## src/rtl/ee3w_pkg.sv

```systemverilog
package ee3w_pkg;

  typedef longint unsigned u64_t;

  // Bus phases; every non-idle phase lasts exactly one delay period.
  typedef enum logic [3:0] {
    PH_IDLE,
    PH_PREP_LOW,
    PH_PREP_SEL,
    PH_OUT_SET,
    PH_OUT_HIGH,
    PH_OUT_TAIL,
    PH_IN_HIGH,
    PH_IN_LOW,
    PH_CMT_DESEL,
    PH_CMT_CLK,
    PH_CMT_SEL,
    PH_CMT_DROP,
    PH_POLL,
    PH_FIN_HIGH,
    PH_FIN_LOW
  } phase_e;

endpackage

```

## src/rtl/ee3w_period_timer.sv

```systemverilog
module ee3w_period_timer #(
  parameter int unsigned TICKS = 4
) (
  input  logic clk,
  input  logic rst_n,
  input  logic run,
  output logic period_end
);

  localparam int unsigned CW = (TICKS > 1) ? $clog2(TICKS) : 1;
  localparam logic [CW-1:0] LAST = CW'(TICKS - 1);

  logic [CW-1:0] cnt_q;
  logic [CW-1:0] cnt_d;

  assign period_end = run && (cnt_q == LAST);

  always_comb begin
    if (!run || period_end) cnt_d = '0;
    else                    cnt_d = cnt_q + 1'b1;
  end

  always_ff @(posedge clk or negedge rst_n) begin
    if (!rst_n) cnt_q <= '0;
    else        cnt_q <= cnt_d;
  end

endmodule

```

## src/rtl/ee3w_sync.sv

```systemverilog
module ee3w_sync #(
  parameter int unsigned STAGES = 2
) (
  input  logic clk,
  input  logic rst_n,
  input  logic d,
  output logic q
);

  logic [STAGES-1:0] ff_q;

  generate
    if (STAGES == 1) begin : g_one
      always_ff @(posedge clk or negedge rst_n) begin
        if (!rst_n) ff_q <= '0;
        else        ff_q <= d;
      end
    end else begin : g_many
      always_ff @(posedge clk or negedge rst_n) begin
        if (!rst_n) ff_q <= '0;
        else        ff_q <= {ff_q[STAGES-2:0], d};
      end
    end
  endgenerate

  assign q = ff_q[STAGES-1];

endmodule

```

## src/rtl/ee3w_sequencer.sv

```systemverilog
module ee3w_sequencer
  import ee3w_pkg::*;
#(
  parameter int unsigned WORD_W     = 16,
  parameter int unsigned POLL_LIMIT = 200,
  localparam int unsigned LEN_W = $clog2(WORD_W + 1),
  localparam int unsigned IDX_W = $clog2(WORD_W)
) (
  input  logic              clk,
  input  logic              rst_n,
  input  logic              start,
  input  logic [WORD_W-1:0] bits,
  input  logic [LEN_W-1:0]  len,
  input  logic              want_read,
  input  logic              want_wait,
  input  logic              period_end,
  input  logic              mem_bit,
  output logic              run,
  output logic              sel,
  output logic              sclk,
  output logic              dout,
  output logic              busy,
  output logic              done,
  output logic [WORD_W-1:0] word,
  output logic              timed_out
);

  localparam int unsigned PW = $clog2(POLL_LIMIT + 1);
  localparam logic [PW-1:0]    POLL_LAST = PW'(POLL_LIMIT - 1);
  localparam logic [IDX_W-1:0] IN_LAST   = IDX_W'(WORD_W - 1);
  localparam logic [LEN_W-1:0] LEN_MAX   = LEN_W'(WORD_W);

  phase_e             ph_q, ph_d;
  logic [WORD_W-1:0]  bits_q, bits_d;
  logic [IDX_W-1:0]   idx_q, idx_d;
  logic               zero_q, zero_d;
  logic               rd_q, rd_d;
  logic               wt_q, wt_d;
  logic [IDX_W-1:0]   icnt_q, icnt_d;
  logic [PW-1:0]      poll_q, poll_d;
  logic [WORD_W-1:0]  shift_q, shift_d;
  logic               fail_q, fail_d;
  logic [WORD_W-1:0]  word_q, word_d;
  logic               to_q, to_d;
  logic               done_q, done_d;
  logic [LEN_W-1:0]   len_eff;

  assign len_eff = (len > LEN_MAX) ? LEN_MAX : len;

  // Phase after the outgoing bits or after the read
  function automatic phase_e after_read(input logic w);
    return w ? PH_CMT_DESEL : PH_FIN_HIGH;
  endfunction

  always_comb begin
    ph_d    = ph_q;
    bits_d  = bits_q;
    idx_d   = idx_q;
    zero_d  = zero_q;
    rd_d    = rd_q;
    wt_d    = wt_q;
    icnt_d  = icnt_q;
    poll_d  = poll_q;
    shift_d = shift_q;
    fail_d  = fail_q;
    word_d  = word_q;
    to_d    = to_q;
    done_d  = 1'b0;
    case (ph_q)
      PH_IDLE: begin
        if (start) begin
          ph_d   = PH_PREP_LOW;
          bits_d = bits;
          zero_d = (len_eff == '0);
          idx_d  = IDX_W'(len_eff - 1'b1);
          rd_d   = want_read;
          wt_d   = want_wait;
          fail_d = 1'b0;
        end
      end
      PH_PREP_LOW:  if (period_end) ph_d = PH_PREP_SEL;
      PH_PREP_SEL:  if (period_end) ph_d = zero_q ? PH_OUT_TAIL : PH_OUT_SET;
      PH_OUT_SET:   if (period_end) ph_d = PH_OUT_HIGH;
      PH_OUT_HIGH: begin
        if (period_end) begin
          if (idx_q == '0) ph_d = PH_OUT_TAIL;
          else begin
            ph_d  = PH_OUT_SET;
            idx_d = idx_q - 1'b1;
          end
        end
      end
      PH_OUT_TAIL: begin
        if (period_end) begin
          if (rd_q) begin
            ph_d   = PH_IN_HIGH;
            icnt_d = '0;
          end else begin
            ph_d = after_read(wt_q);
          end
        end
      end
      PH_IN_HIGH: begin
        if (period_end) begin
          ph_d    = PH_IN_LOW;
          shift_d = {shift_q[WORD_W-2:0], mem_bit};
        end
      end
      PH_IN_LOW: begin
        if (period_end) begin
          if (icnt_q == IN_LAST) ph_d = after_read(wt_q);
          else begin
            ph_d   = PH_IN_HIGH;
            icnt_d = icnt_q + 1'b1;
          end
        end
      end
      PH_CMT_DESEL: if (period_end) ph_d = PH_CMT_CLK;
      PH_CMT_CLK:   if (period_end) ph_d = PH_CMT_SEL;
      PH_CMT_SEL:   if (period_end) ph_d = PH_CMT_DROP;
      PH_CMT_DROP: begin
        if (period_end) begin
          ph_d   = PH_POLL;
          poll_d = '0;
        end
      end
      PH_POLL: begin
        if (period_end) begin
          if (mem_bit) ph_d = PH_FIN_HIGH;
          else if (poll_q == POLL_LAST) begin
            ph_d   = PH_FIN_HIGH;
            fail_d = 1'b1;
          end else begin
            poll_d = poll_q + 1'b1;
          end
        end
      end
      PH_FIN_HIGH:  if (period_end) ph_d = PH_FIN_LOW;
      PH_FIN_LOW: begin
        if (period_end) begin
          ph_d   = PH_IDLE;
          done_d = 1'b1;
          to_d   = fail_q;
          if (rd_q) word_d = shift_q;
        end
      end
      default: ph_d = PH_IDLE;
    endcase
  end

  always_ff @(posedge clk or negedge rst_n) begin
    if (!rst_n) begin
      ph_q    <= PH_IDLE;
      bits_q  <= '0;
      idx_q   <= '0;
      zero_q  <= 1'b0;
      rd_q    <= 1'b0;
      wt_q    <= 1'b0;
      icnt_q  <= '0;
      poll_q  <= '0;
      shift_q <= '0;
      fail_q  <= 1'b0;
      word_q  <= '0;
      to_q    <= 1'b0;
      done_q  <= 1'b0;
    end else begin
      ph_q    <= ph_d;
      bits_q  <= bits_d;
      idx_q   <= idx_d;
      zero_q  <= zero_d;
      rd_q    <= rd_d;
      wt_q    <= wt_d;
      icnt_q  <= icnt_d;
      poll_q  <= poll_d;
      shift_q <= shift_d;
      fail_q  <= fail_d;
      word_q  <= word_d;
      to_q    <= to_d;
      done_q  <= done_d;
    end
  end

  // Pin decode from the registered phase
  always_comb begin
    sel  = 1'b0;
    sclk = 1'b0;
    case (ph_q)
      PH_PREP_SEL, PH_OUT_SET, PH_OUT_TAIL, PH_IN_LOW,
      PH_CMT_DROP, PH_POLL:                  sel = 1'b1;
      PH_OUT_HIGH, PH_IN_HIGH, PH_CMT_SEL: begin
        sel  = 1'b1;
        sclk = 1'b1;
      end
      PH_CMT_CLK, PH_FIN_HIGH:               sclk = 1'b1;
      default: ;
    endcase
  end

  assign dout      = ((ph_q == PH_OUT_SET) || (ph_q == PH_OUT_HIGH)) && bits_q[idx_q];
  assign run       = (ph_q != PH_IDLE);
  assign busy      = run;
  assign done      = done_q;
  assign word      = word_q;
  assign timed_out = to_q;

endmodule

```

## src/rtl/ee3w_master.sv

```systemverilog
module ee3w_master
  import ee3w_pkg::*;
#(
  parameter int unsigned CLK_KHZ     = 200000,
  parameter int unsigned DELAY_NS    = 50000,
  parameter int unsigned POLL_LIMIT  = 200,
  parameter int unsigned SYNC_STAGES = 2,
  parameter int unsigned WORD_W      = 16,
  localparam int unsigned LEN_W = $clog2(WORD_W + 1)
) (
  input  logic              clk,
  input  logic              rst_n,
  input  logic              req_start,
  input  logic [WORD_W-1:0] req_bits,
  input  logic [LEN_W-1:0]  req_len,
  input  logic              req_read,
  input  logic              req_wait,
  output logic              busy_o,
  output logic              done_o,
  output logic [WORD_W-1:0] rd_word_o,
  output logic              wait_timeout_o,
  output logic              mem_sel_o,
  output logic              mem_clk_o,
  output logic              mem_dout_o,
  input  logic              mem_din_i
);

  // One period must outlast the synchronizer so a bit launched at a clock
  // rise is settled at the sampling point at the end of the high phase.
  localparam u64_t        RAW_TICKS = (u64_t'(CLK_KHZ) * u64_t'(DELAY_NS)) / u64_t'(1000000);
  localparam int unsigned MIN_TICKS = SYNC_STAGES + 1;
  localparam int unsigned TICKS     = (RAW_TICKS < u64_t'(MIN_TICKS)) ? MIN_TICKS : 32'(RAW_TICKS);

  logic run;
  logic period_end;
  logic din_sync;

  ee3w_period_timer #(.TICKS(TICKS)) u_timer (
    .clk        (clk),
    .rst_n      (rst_n),
    .run        (run),
    .period_end (period_end)
  );

  ee3w_sync #(.STAGES(SYNC_STAGES)) u_sync (
    .clk   (clk),
    .rst_n (rst_n),
    .d     (mem_din_i),
    .q     (din_sync)
  );

  ee3w_sequencer #(.WORD_W(WORD_W), .POLL_LIMIT(POLL_LIMIT)) u_seq (
    .clk        (clk),
    .rst_n      (rst_n),
    .start      (req_start),
    .bits       (req_bits),
    .len        (req_len),
    .want_read  (req_read),
    .want_wait  (req_wait),
    .period_end (period_end),
    .mem_bit    (din_sync),
    .run        (run),
    .sel        (mem_sel_o),
    .sclk       (mem_clk_o),
    .dout       (mem_dout_o),
    .busy       (busy_o),
    .done       (done_o),
    .word       (rd_word_o),
    .timed_out  (wait_timeout_o)
  );

endmodule

```

## config.mk

```make
export PLATFORM = sky130hd
export DESIGN_NAME = ee3w_master
export DESIGN_NICKNAME = d
export VERILOG_FILES = /design/src/rtl/ee3w_pkg.sv /design/src/rtl/ee3w_period_timer.sv /design/src/rtl/ee3w_sync.sv /design/src/rtl/ee3w_sequencer.sv /design/src/rtl/ee3w_master.sv
export SDC_FILE = /design/constraint.sdc
export NUM_CORES = 1
export LEC_CHECK = 0
export ABC_AREA = 1
export BUFFER_PORTS_ARGS = -buffer_cell sky130_fd_sc_hd__buf_2
export CAP_MARGIN = 20
export CELL_PAD_IN_SITES_DETAIL_PLACEMENT = 2
export CELL_PAD_IN_SITES_GLOBAL_PLACEMENT = 2
export CORE_ASPECT_RATIO = 0.5
export CORE_MARGIN = 3
export CORE_UTILIZATION = 32
export CTS_BUF_LIST = sky130_fd_sc_hd__clkbuf_8
export CTS_CLUSTER_DIAMETER = 80
export CTS_CLUSTER_SIZE = 10
export DETAILED_ROUTE_END_ITERATION = 10
export PLACE_DENSITY = 0.87
export SLEW_MARGIN = 0
export SYNTH_ARGS = -nofsm -noshare
export SYNTH_HDL_FRONTEND = slang
export SYNTH_SLANG_ARGS = --single-unit
```

## constraint.sdc

```tcl
create_clock -name clk -period 1.45 [get_ports clk]
set_input_delay 0.0725 -clock clk [delete_from_list [all_inputs] [get_ports clk]]
set_output_delay 0.0725 -clock clk [all_outputs]
set_load 0.01 [all_outputs]
```

==> results of run 1 <==
## what timing repair did
item                       CTS
resized for setup          183
setup buffers               45
setup endpoints to repair   91
pin swaps                   53
hold buffers                21
hold endpoints to repair   110
gates cloned                 7
## synthesized netlist by cell type (all sizes together)
library cell	instances
nor2	56
a21oi	15
o211ai	1
ha	4
o31ai	1
nor3	14
o21ai	63
inv	67
nand3b	1
nand3	21
a31oi	1
xor2	10
a21o	1
clkinv	1
nand4	13
o22ai	3
dfrtp	90
a21boi	2
buf	14
nor4	2
a22oi	1
nand2	198
## stage by stage
step | setup WS (ns) | std cells | util (%) | setup TNS [ns]
4_1_cts | -0.3546 | 985 | 52.47 | -20.81
3_5_place_dp | -0.3879 | 897 | 41.77 | -21.15
3_3_place_gp | -0.2279 | 897 | 41.77 | -10.54
2_1_floorplan | -0.06632 | 579 | - | -1.409
## kinds of logic after synthesis
group / Yosys count / synth area share [%]
adder cells (fa/ha/maj): 4 / 1.099
AO/OA/AOI/OAI: 88 / 10.27
AND/OR/NAND/NOR: 305 / 29.53
buffers and inverters: 82 / 7.720
flip-flops: 90 / 49.45
XOR/XNOR: 10 / 1.923
==> summary by stage, run 1 <==
Outcome
The flow did not finish. The flow halted during global routing. The tool reported: "[ERROR DPL-0033] detailed placement checks failed during check placement".

Die
The initial utilization of the core area, before any placement, comes to between 30% and 40%. The die width is approximately 170 um. During I/O placement, the number of pins put on the boundary was 49. The vertical die dimension is 90.36 um.

The floorplan has 30 rows.

Placement
The congestion estimate from routability-driven global placement came to 0.8036. Summing all placed instances gives a cell area of around 5700 um2. Buffers placed on the I/O ports in this run total 48.

The wire-length estimate of the detail-placed layout is ~12,000 um.

Global routing
Entering global routing, the biggest net connects 78 pins. The initial antenna violation count is 2.

Synthesis
dfrtp_1 takes more of the synthesized area than any other cell. In the post-synthesis netlist, the biggest area contributors are dfrtp_1, nand2_1, inv_1, nor2_1, o21ai_1. When the netlist entered floorplanning its net count stood at 610.

The synthesized area is 4554 um2. Of the synthesized area, sequential elements account for between 40% and 50%. Synthesis inferred 90 register bits.

The cell count after synthesis came out at slightly below 600. The Yosys step of the flow raised 0 warnings. The synthesized netlist contains 36 unique library cells. Each instance of the synthesized netlist takes up on average 7.866 um2. The top cell type by area accounts for approximately 49% of the synthesized area.

Clock network
The number of buffers created by CTS is 9. The maximum buffer depth of the clock tree is 2. The clock sink count is 90. The clock tree root driver cell is clkbuf_8. The number of levels in the clock H-tree is 3.

STA
After the last repair the worst path ends at a register data pin. The worst endpoint after global-route timing repair is u_seq.shift_q[6]$_DFFE_PN0P_/D.
==> run 2: changes to the inputs <==
Settings changed: CELL_PAD_IN_SITES_DETAIL_PLACEMENT 2 to not set, CELL_PAD_IN_SITES_GLOBAL_PLACEMENT 2 to not set, CORE_ASPECT_RATIO 0.5 to not set, CORE_UTILIZATION 32 to 22, CTS_BUF_LIST sky130_fd_sc_hd__clkbuf_8 to not set, CTS_CLUSTER_DIAMETER 80 to not set, CTS_CLUSTER_SIZE 10 to not set, PLACE_DENSITY 0.87 to not set, PLACE_DENSITY_LB_ADDON set to 0.15.
Clock period 1.45 ns to 1.9 ns, I/O delays scaled along.
==> run 2 against run 1 <==
  * The flow now finishes without violations
  * Synthesized cell count stayed put
  * Synthesized area stayed put
==> summary by stage, run 2 <==
Power
The logic gate share of total power is between 30% and 40%. The cell area power density is approximately 1200 nW/um2. In this run switching power makes up between 30% and 40% of total power. The power spent charging and discharging nets is around 2.5 mW. Registers are responsible for 38.1% of the overall power. In this run the static leakage power is around 2.8 nW. The clock network is responsible for between 30% and 40% of the overall power.

The internal portion of the total power is 4.201 mW. Total power for the finished layout comes to roughly 6.7 mW. The highest ir drop seen on vdd is around 0.45 mV.

Global routing
The initial antenna violation count came to 0. The overall routing resource usage is about 9.9%. The wire length of the first global-routing pass is 17,780 um. The maximum number of pins on one net before global-route repair is 91.

The number of global-route vias before repair is 3,657. Global routing finished with a remaining overflow of 0.

Detailed routing
Dividing the detail-routed wire length by the instance count gives approximately 12 um. In the routed design, unresolved DRC markers number 0. The total length of routed wires is between 10,000 and 15,000 um. Once detail routing completed, the nets flagged for antenna violations numbered 0. The first detailed-routing pass took 5 iterations.

The starting DRC count in detailed routing is 184. The total via count after detailed routing is 3,935. The post-detailed-route via-to-cell ratio is roughly 4.2.

Finish
The multi-input combinational cell area is between 1500 and 2000 um2. The area taken by flip-flops and latches is between 2000 and 2500 um2. The share of cells above drive strength 1 is about 17%. The net count of the finished layout is 691.

The library cell used most frequently in the layout, excluding fill and tap cells, is nand2_1. In the layout the commonest cells are nand2_1, dfrtp_1, inv_1. The number of antenna cells inserted is 0. The utilization of the core after routing is between 20% and 30%. Relative to the synthesized area, the layout overhead comes to 27.01%. The total of fill cells in the finished design is ~2.2k. The final instance area is ~5800 um2.

Synthesis
Among all flip-flop cells after synthesis, the most frequent one is dfrtp_1. Counting every instance in the synthesized netlist gives roughly 580. Sorting the synthesized cells by area gives the leading types as dfrtp_1, nand2_1, inv_1, nor2_1, o21ai_1. Sequential elements use 49.45% of the synthesized area. In the synthesized netlist, the cells that appear most often are nand2_1, dfrtp_1, inv_1. The number of storage elements in the synthesis netlist is 90. The synthesized design contains 0 enable-type register cells.

The synthesized netlist occupies a cell area of between 4000 and 5000 um2. For this run, asynchronously set or reset flops after synthesis account for 100.0%. The area share of the largest cell type after synthesis is a little under 50%.

By instance count, the leading cell after synthesis is nand2_1. The count of synthesis-stage warnings from yosys is 0. Counting every net in the synthesized netlist gives 610. Of all cell types, the one taking the most synthesized area is dfrtp_1. Counting distinct cell types in the post-synthesis netlist gives 36. Dividing the synthesized area by the synthesized cell count gives between 7 and 8 um2.

Clock network
No sink is reached through more buffers than the 2 on the longest clock path. Clock-pin slew was measured on the worst setup and hold paths at about 0.070 ns. In this run, CTS created clock tree buffers numbering 9. The clock tree from TritonCTS is built. The clock sink count is 90. The number of levels in the clock H-tree is 3. The worst-skew pair later-pin latency is about 0.35 ns. Clock tree synthesis selected as its root buffer the cell clkbuf_16.

Die
The area inside the core boundary is around 20,000 um2. The floorplan has 52 rows. The die covers between 20,000 and 25,000 um2. The die is 149.9 um tall.

The starting utilization of the core area is between 20% and 30%. The floorplan step set the die width to 149.9 um. For this design the top-level I/O count stands at 49.

Critical path
The signal on the critical path passes through nor2_1, nand2_4, o21ai_1, nand2_1, nor2_1, buf_2. Counting buffers and inverters, the worst setup path is 6 cells deep. The data required time at the worst endpoint is ~1.8 ns.

The worst reg2reg path endpoint is u_seq.poll_q[4]. The startpoint identified for the worst register-to-register timing path is u_seq.ph_q[3]. The timing endpoint of the critical path is mem_dout_o. The largest individual stage delay along the critical path comes from the cell dfrtp_1. The buffers plus inverters on the worst setup path is 1. The worst setup path is captured at a primary output. The largest fanout of any net on the critical path is 10. At the worst endpoint, the arrival time is approximately 1.7 ns. The worst-case register-to-register setup slack is ~0.13 ns. The peak per-stage delay on the critical path is around 0.5 ns.

The cell type group with the largest total delay on the critical path is simple AND/OR/NAND/NOR gates. The most common cell type on the critical path is nor2_1. The number of cells on the worst reg-to-reg path is 9. The launch point of the worst path is u_seq.ph_q[1]. STA classifies the critical path startpoint as a register.

The worst setup path category is reg2out.

STA
The slew at the pin closest to its max-slew limit is 0.4986 ns. The hold violation total from the final report is 0. The upper clock frequency limit is 561.6 MHz. The clock period could shrink to 1.780 ns. The count of endpoints failing setup in the final report is 0. On the final layout, the worst clock skew is between 0.009 and 0.01 ns. Setup repair after global routing could not meet its margin everywhere.

The number of pins exceeding their max-slew limit in the final report came to 0. In this run the tightest slew margin relative to its limit is between 60% and 70%. The portion of the clock cycle consumed by the worst path in the final layout is a little over nine tenths.

Run
The count of maximum capacitance violations is 0.

Outcome
The run finished with clean final reports.

Worst hold path
The path class of the tightest hold or removal check is in2reg.

Placement
The HPWL after detailed placement is about 7700 um. Routability-driven placement finished with a final weighted congestion of between 0.8 and 0.9. The number of input and output port buffers inserted is 48.

The post-place instance area is ~5200 um2.
-- run 2: cell counts after synthesis --
No cell type changed its count.
-- run 2: metal layers --
metal	vias up	GRT usage (%)	wire, um
met2	91	15.70	4881
met3	12	2.574	511
met4	0	3.705	184
met5	-	0	0
li1	2023	-	-
met1	1809	13.04	5302
-- run 2: worst reg2reg max path, cell delays in order, from the launching register on --
cell and delay, ns:
dfrtp_1 0.54, nand2_1 0.24, nor2_4 0.24, nand2_1 0.09, nand2_1 0.07, nand2_2 0.09
nor2_4 0.13, buf_12 0.14, nand2_1 0.05, o21ai_0 0.08
-- run 2: kinds of logic (layout without fill, tap and decap cells) --
| group | count (synthesis) | in the layout | synth area share [%] |
|---|---|---|---|
| buffers and inverters | 82 | 168 | 7.720 |
| and+or+nand+nor | 305 | 305 | 29.53 |
| AOI/OAI and AO/OA | 88 | 88 | 10.27 |
| adders and majority gates | 4 | 4 | 1.099 |
| xor gates and xnor gates | 10 | 10 | 1.923 |
| DFF | 90 | 90 | 49.45 |
-- run 2: worst min path at each step --
stage                     depth (start not counted)              end  slack [ns]        from
final                                             4     u_seq.zero_q        0.05  req_len[1]
after floorplan                                   0  u_seq.bits_q[0]       -0.20       rst_n
after CTS                                         4     u_seq.zero_q        0.04  req_len[1]
after detailed placement                          2    u_seq.word[2]        0.20       rst_n
after global placement                            2    u_seq.word[2]        0.20       rst_n
after global routing                              4     u_seq.zero_q        0.08  req_len[1]
-- run 2: layout make-up --
| type | instances | share of cell area [%] |
|---|---|---|
| Multi-Input combinational cell | 407 | 34.07 |
| Tap cell | 270 | 5.840 |
| Sequential cell | 90 | 38.98 |
| Timing Repair Buffer | 84 | 10.86 |
| Inverter | 68 | 4.521 |
| Clock buffer | 9 | 3.894 |
| Clock inverter | 7 | 1.839 |
-- run 2: per-stage QoR --
stage	std cells	setup slack (ns)	hold slack (ns)	TNS, ns
2_1_floorplan	579	0.3314	-0.2006	0
3_3_place_gp	897	0.09937	0.2016	0
3_5_place_dp	897	0.06683	0.1958	0
4_1_cts	934	0.04291	0.03907	0
5_1_grt	935	-0.07045	0.07623	-0.07045
6_report	935	0.1195	0.05053	0
-- run 2: repair_timing --
action	in CTS	in global routing
hold buffers	21	0
setup buffers	0	1
pin swaps	0	1
gates resized for setup	1	9
setup endpoints to repair	1	16
endpoints found under the hold margin	110	0
-- run 2: power groups by stage --
stage	Clock [mW]	Sequential, mW	Combinational (mW)
floorplan	0	2.45	1.53
global placement	0	2.56	2.14
finish	2.00	2.54	2.13
CTS	2.09	2.53	2.16
detailed placement	0	2.56	2.12
global route	2.16	2.59	2.46
Note: power is estimated with default switching activity, not from simulation.
